$ cat src/rtl/alu8_psw.sv
module alu8_psw (
  input  logic       clk,
  input  logic       rst_n,
  input  logic [3:0] op_sel,
  input  logic       op_valid,
  input  logic [7:0] acc_in,
  input  logic [7:0] opnd_in,
  input  logic [7:0] b_in,
  input  logic       psw_we,
  input  logic [7:0] psw_wdata,
  output logic [7:0] acc_out,
  output logic [7:0] b_out,
  output logic [7:0] psw_out
);
  localparam logic [3:0] OP_PASS = 4'd0, OP_ADD = 4'd1, OP_ADDC = 4'd2,
                         OP_SUBB = 4'd3, OP_INC = 4'd4, OP_DEC = 4'd5,
                         OP_DA = 4'd6, OP_MUL = 4'd7, OP_DIV = 4'd8;

  logic cy, ac, uf0, uf1, ov;
  logic [1:0] bank;
  logic n_cy, n_ac, n_ov;

  logic       cin;
  logic [8:0] sum9, dif9, da1, da2;
  logic [4:0] sum_lo, dif_lo;
  logic [15:0] prod;
  logic [7:0] quot, rmd;

  assign cin    = (op_sel == OP_ADDC) ? cy : 1'b0;
  assign sum9   = {1'b0, acc_in} + {1'b0, opnd_in} + {8'd0, cin};
  assign sum_lo = {1'b0, acc_in[3:0]} + {1'b0, opnd_in[3:0]} + {4'd0, cin};
  assign dif9   = {1'b0, acc_in} - {1'b0, opnd_in} - {8'd0, cy};
  assign dif_lo = {1'b0, acc_in[3:0]} - {1'b0, opnd_in[3:0]} - {4'd0, cy};
  assign prod   = {8'd0, acc_in} * {8'd0, b_in};
  assign quot   = (b_in != 8'd0) ? acc_in / b_in : 8'hFF;
  assign rmd    = (b_in != 8'd0) ? acc_in % b_in : acc_in;
  assign da1    = (acc_in[3:0] > 4'd9 || ac) ? {1'b0, acc_in} + 9'h006 : {1'b0, acc_in};
  assign da2    = (da1[7:4] > 4'd9 || cy || da1[8]) ? da1 + 9'h060 : da1;

  always_comb begin
    acc_out = acc_in;
    b_out   = b_in;
    n_cy    = cy;
    n_ac    = ac;
    n_ov    = ov;
    case (op_sel)
      OP_ADD, OP_ADDC: begin
        acc_out = sum9[7:0];
        n_cy    = sum9[8];
        n_ac    = sum_lo[4];
        n_ov    = (acc_in[7] == opnd_in[7]) && (sum9[7] != acc_in[7]);
      end
      OP_SUBB: begin
        acc_out = dif9[7:0];
        n_cy    = dif9[8];
        n_ac    = dif_lo[4];
        n_ov    = (acc_in[7] != opnd_in[7]) && (dif9[7] != acc_in[7]);
      end
      OP_INC: acc_out = acc_in + 8'd1;
      OP_DEC: acc_out = acc_in - 8'd1;
      OP_DA: begin
        acc_out = da2[7:0];
        n_cy    = cy | da2[8];
      end
      OP_MUL: begin
        acc_out = prod[7:0];
        b_out   = prod[15:8];
        n_cy    = 1'b0;
        n_ov    = (prod[15:8] != 8'd0);
      end
      OP_DIV: begin
        acc_out = quot;
        b_out   = rmd;
        n_cy    = 1'b0;
        n_ov    = (b_in == 8'd0);
      end
      default: ;
    endcase
  end

  always_ff @(posedge clk or negedge rst_n) begin
    if (!rst_n) begin
      {cy, ac, uf0, bank, ov, uf1} <= 7'd0;
    end else if (psw_we) begin
      {cy, ac, uf0, bank, ov, uf1} <= psw_wdata[7:1];
    end else if (op_valid) begin
      cy <= n_cy;
      ac <= n_ac;
      ov <= n_ov;
    end
  end

  assign psw_out = {cy, ac, uf0, bank, ov, uf1, ^acc_in};

  a_r7_mul_clears_cy: assert property (@(posedge clk) disable iff (!rst_n)
    op_valid && !psw_we && op_sel == OP_MUL |=> !psw_out[7]);

  a_r9_divzero_ov: assert property (@(posedge clk) disable iff (!rst_n)
    op_valid && !psw_we && op_sel == OP_DIV && b_in == 8'd0 |=> psw_out[2] && !psw_out[7]);

  a_r8_div_identity: assert property (@(posedge clk) disable iff (!rst_n)
    op_sel == OP_DIV && b_in != 8'd0 |->
      ({8'd0, acc_out} * {8'd0, b_in} + {8'd0, b_out} == {8'd0, acc_in}) && (b_out < b_in));

  a_r5_incdec_hold: assert property (@(posedge clk) disable iff (!rst_n)
    op_valid && !psw_we && (op_sel == OP_INC || op_sel == OP_DEC) |=> $stable(psw_out[7:1]));

  a_r11_write_load: assert property (@(posedge clk) disable iff (!rst_n)
    psw_we |=> psw_out[7:1] == $past(psw_wdata[7:1]));

  a_r6_da_cy_sticky: assert property (@(posedge clk) disable iff (!rst_n)
    op_valid && !psw_we && op_sel == OP_DA && psw_out[7] |=> psw_out[7]);

  a_r11_bank_kept: assert property (@(posedge clk) disable iff (!rst_n)
    !psw_we |=> $stable(psw_out[4:3]));
endmodule

$ cat config.mk
export PLATFORM = sky130hd
export DESIGN_NAME = alu8_psw
export DESIGN_NICKNAME = d
export VERILOG_FILES = /design/src/rtl/alu8_psw.sv
export SDC_FILE = /design/constraint.sdc
export NUM_CORES = 1
export LEC_CHECK = 0
export ABC_AREA = 1
export BUFFER_PORTS_ARGS = -buffer_cell sky130_fd_sc_hd__buf_2
export CAP_MARGIN = 15
export CORE_MARGIN = 2
export CORE_UTILIZATION = 55
export CTS_CLUSTER_SIZE = 14
export DETAILED_ROUTE_END_ITERATION = 8
export GPL_TIMING_DRIVEN = 0
export PLACE_DENSITY = 0.73
export SLEW_MARGIN = 25
export SYNTH_ARGS = -nofsm -noshare
export SYNTH_HDL_FRONTEND = slang
export SYNTH_SLANG_ARGS = --single-unit
$ cat constraint.sdc
create_clock -name clk -period 14.1 [get_ports clk]
set_input_delay 1.41 -clock clk [delete_from_list [all_inputs] [get_ports clk]]
set_output_delay 1.41 -clock clk [all_outputs]
set_load 0.05 [all_outputs]
==> impl_metrics.py <==
metrics = {
    "timing": {
        "maxSlewHeadroom": 0.520,
        "setup_violations": 0,
        "tightest_slew_ns": 0.720,
        "finClkSkew_ns": 0.000133,
        "drv_slew": 0,
        "post-route-period-util": 0.917,
        "setup_slack_ns": 1.17,
        "maxClockFrequency_mhz": 77.3,
        "tns_ns": 0,
        "hold_violations": 0,
        "grt_setup_unrepaired": "no",
        "fin_crit_ns": 12.93,
    },
    "place": {
        "io_buffers": 56,
        "placed_area_um2": 7180,
        "place.gp.congestion": 0.973,
        "place_hpwl_um": 15900,
        "pre_cts_ws_ns": -0.323,
    },
    "setup_path": {
        "end_kind": "primary output",
        "path_buf_inv": 13,
        "r2r-end": "cy$_DFFE_PN0P_",
        "crit_type": "in2out",
        "r2r_setup_slack_ns": 11.17,
        "start_kind": "input port",
        "cpPeakStageDelay_ns": 0.38,
        "cp_slowest_cell": "a221oi_1",
        "path_delay_family": "simple AND/OR/NAND/NOR gates",
        "worstPathRequired_ns": 12.69,
        "cp-endpoint": "b_out[5]",
        "crit_cells": 67,
        "r2r_cells": 17,
        "cp.arrival_ns": 11.52,
        "cp-startpoint": "acc_in[4]",
        "path_common_cell": "nand2_1",
        "regToRegStartpoint": "cy$_DFFE_PN0P_",
        "path_max_fanout": 10,
    },
    "synthesis": {
        "synth.avg_cell_area_um2": 6.40,
        "synth-main-ff-cell": "dfrtp_1",
        "syn-num-nets": 1247,
        "ys_top_cells_by_area": "ha_1 22%, nand2_1 14%, fa_1 13%",
        "synth_top_area_frac": 0.216,
        "synth_edf_count": 0,
        "yosysSeqAreaShare": 0.0261,
        "synth_commonest_cells": "253 x nand2_1, 205 x inv_1, 116 x ha_1",
        "synth_area_um2": 6710,
        "synthCells": 1049,
        "yosys.area.top_type": "ha_1",
        "yosysMostFrequentCell": "nand2_1",
        "synthArstFlopShare": 1.00,
        "ys_types": 52,
        "synth_seq_cells": 7,
        "yosysWarnings": 0,
    },
    "route": {
        "drt-wirelength-per-cell_um": 15.2,
        "drt-pass1-iter-count": 5,
        "routed_wl_um": 19100,
        "drc": 0,
        "vias": 6882,
        "final_antenna_net_count": 0,
        "viasPerCell": 5.47,
        "drtIter0Drc": 552,
    },
    "die": {
        "start_util": 0.561,
        "fp.dieW_um": 114,
        "num_io_pins": 64,
        "dieHeight_um": 114,
        "core_um2": 12000,
        "dieArea_um2": 13100,
        "num_rows": 40,
    },
    "pwr": {
        "p_switching_uw": 363,
        "clock_power_share": 0.079,
        "p_leak_nw": 4.33,
        "netSwitchingFraction": 0.592,
        "power_per_cell_area_nw_per_um2": 83.3,
        "sequentialPowerShare": 0.039,
        "power_frac_comb": 0.881,
        "ir_drop_uv": 53.0,
        "p_int_uw": 251,
    },
    "clock_tree": {
        "cts_inserted_buffers": 3,
        "postCtsHoldBufs": 0,
        "cts_max_level": 1,
        "clock_latency_ns": 0.23,
        "cts_tree": "yes",
        "cts_sinks": 7,
        "clk_pin_slew_ns": 0.03,
        "root_buffer": "clkbuf_16",
        "clockBufferDepth": 2,
    },
    "layout": {
        "nets": 1311,
        "diodes": 0,
        "fin_area_um2": 7370,
        "regArea_um2": 175,
        "finalCoreUtilization": 0.616,
        "area_growth_pct": 9.77,
        "num-fill-cells": 1199,
        "multi_input_area_um2": 5640,
        "drive_gt1_frac": 0.112,
    },
    "global_routing": {
        "grt_pass1_vias": 6538,
        "track_usage": 0.300,
        "antenna_found_initial": 0,
        "grt_first_pass_wirelength_um": 31500,
        "grt-ovfl-total": 0,
        "grt_max_degree": 13,
    },
    "flow_run": {
        "maxCapViolCount": 0,
    },
    "hold_path": {
        "hp-class": "reg2reg",
    },
    "run_status": {
        "status": "complete, no violations",
    },
}
[placed cells by master (no fill, tap or decap), types with 3 or more instances in the layout]
cell,n
a31oi_1,4
ha_1,116
and2_1,5
or2_1,3
o21ai_0,48
buf_4,10
buf_6,6
o21bai_1,6
o22ai_1,7
nand4_1,12
a22oi_1,3
clkbuf_16,3
inv_1,204
nor4_1,4
o21ai_1,5
nand3_2,5
a21oi_1,58
o221ai_1,5
nand3_4,3
nand3b_1,3
o211ai_1,7
fa_1,42
nor2_1,59
xnor2_1,4
nand2_1,253
buf_2,56
xor2_1,31
a211oi_1,3
nor3_1,12
or2_2,9
nand2_2,3
nand3_1,60
clkbuf_1,13
dfrtp_1,7
inv_2,5
[per-stage QoR]
step,power [mW],hold slack [ns],instances
6_report,0.614,0.463,1259
3_5_place_dp,0.547,0.459,1252
4_1_cts,0.601,0.468,1256
3_3_place_gp,0.541,0.451,1252
2_1_floorplan,0.432,0.443,1049
5_1_grt,0.685,0.491,1259
[cell type report]
type	instances	share of cell area
Multi-Input combinational cell	801	0.765
Sequential cell	7	0.0238
Inverter	214	0.110
Buffer	27	0.0238
Timing Repair Buffer	59	0.0418
Clock buffer	4	0.0107
Tap cell	147	0.0250
[state kept, by name (all words and copies together) (netlist names)]
| name | count |
|---|---|
| bank | 2 |
| ov | 1 |
| uf0 | 1 |
| ac | 1 |
| uf1 | 1 |
| cy | 1 |
[kinds of logic after synthesis]
group / after synthesis / share of synthesized area
compound gates: 165 / 0.145
fa+ha+maj: 158 / 0.341
flops: 7 / 0.0261
buf+inv: 241 / 0.146
simple gates: 443 / 0.296
xor+xnor: 35 / 0.0457
[what timing repair did]
item / CTS / global route
resized for setup: 2 / 21
pin swaps: 0 / 1
setup endpoints to repair: 2 / 9
setup buffers: 0 / 3
[worst register-to-register path: cells and delay by family, from the launching register on]
family,cells,cell delay [ns]
and+or+nand+nor,9,1.20
adders and majority gates,2,0.70
AOI/OAI and AO/OA,4,0.39
DFF,1,0.37
buffers and inverters,2,0.22
[layer usage]
layer,global-route usage,part of all wire,up-vias
met5,0,0,-
met3,0.0328,0.065,46
met2,0.494,0.45,238
met4,0.101,0.032,0
li1,-,-,3501
met1,0.410,0.45,3097
[power by group through the flow]
stage / sequential, mW / clock [mW] / combinational, mW
2_1_floorplan: 0.0258 / 0 / 0.407
3_3_place_gp: 0.0242 / 0 / 0.517
3_5_place_dp: 0.0243 / 0 / 0.523
4_1_cts: 0.0240 / 0.0488 / 0.528
5_1_grt: 0.0243 / 0.0503 / 0.610
6_report: 0.0241 / 0.0487 / 0.541
[how the worst min path moves through the flow]
stage                              from             endpoint  slack, ns  cells after the start
CTS                 bank[0]$_DFFE_PN0P_  bank[0]$_DFFE_PN0P_       0.47                      2
detailed placement  bank[0]$_DFFE_PN0P_  bank[0]$_DFFE_PN0P_       0.46                      2
global placement    bank[0]$_DFFE_PN0P_  bank[0]$_DFFE_PN0P_       0.45                      2
finish              bank[0]$_DFFE_PN0P_  bank[0]$_DFFE_PN0P_       0.46                      2
global route        bank[0]$_DFFE_PN0P_  bank[0]$_DFFE_PN0P_       0.49                      2
floorplan               uf0$_DFFE_PN0P_      uf0$_DFFE_PN0P_       0.44                      2
No activity file was read; power rests on OpenSTA's default activity.
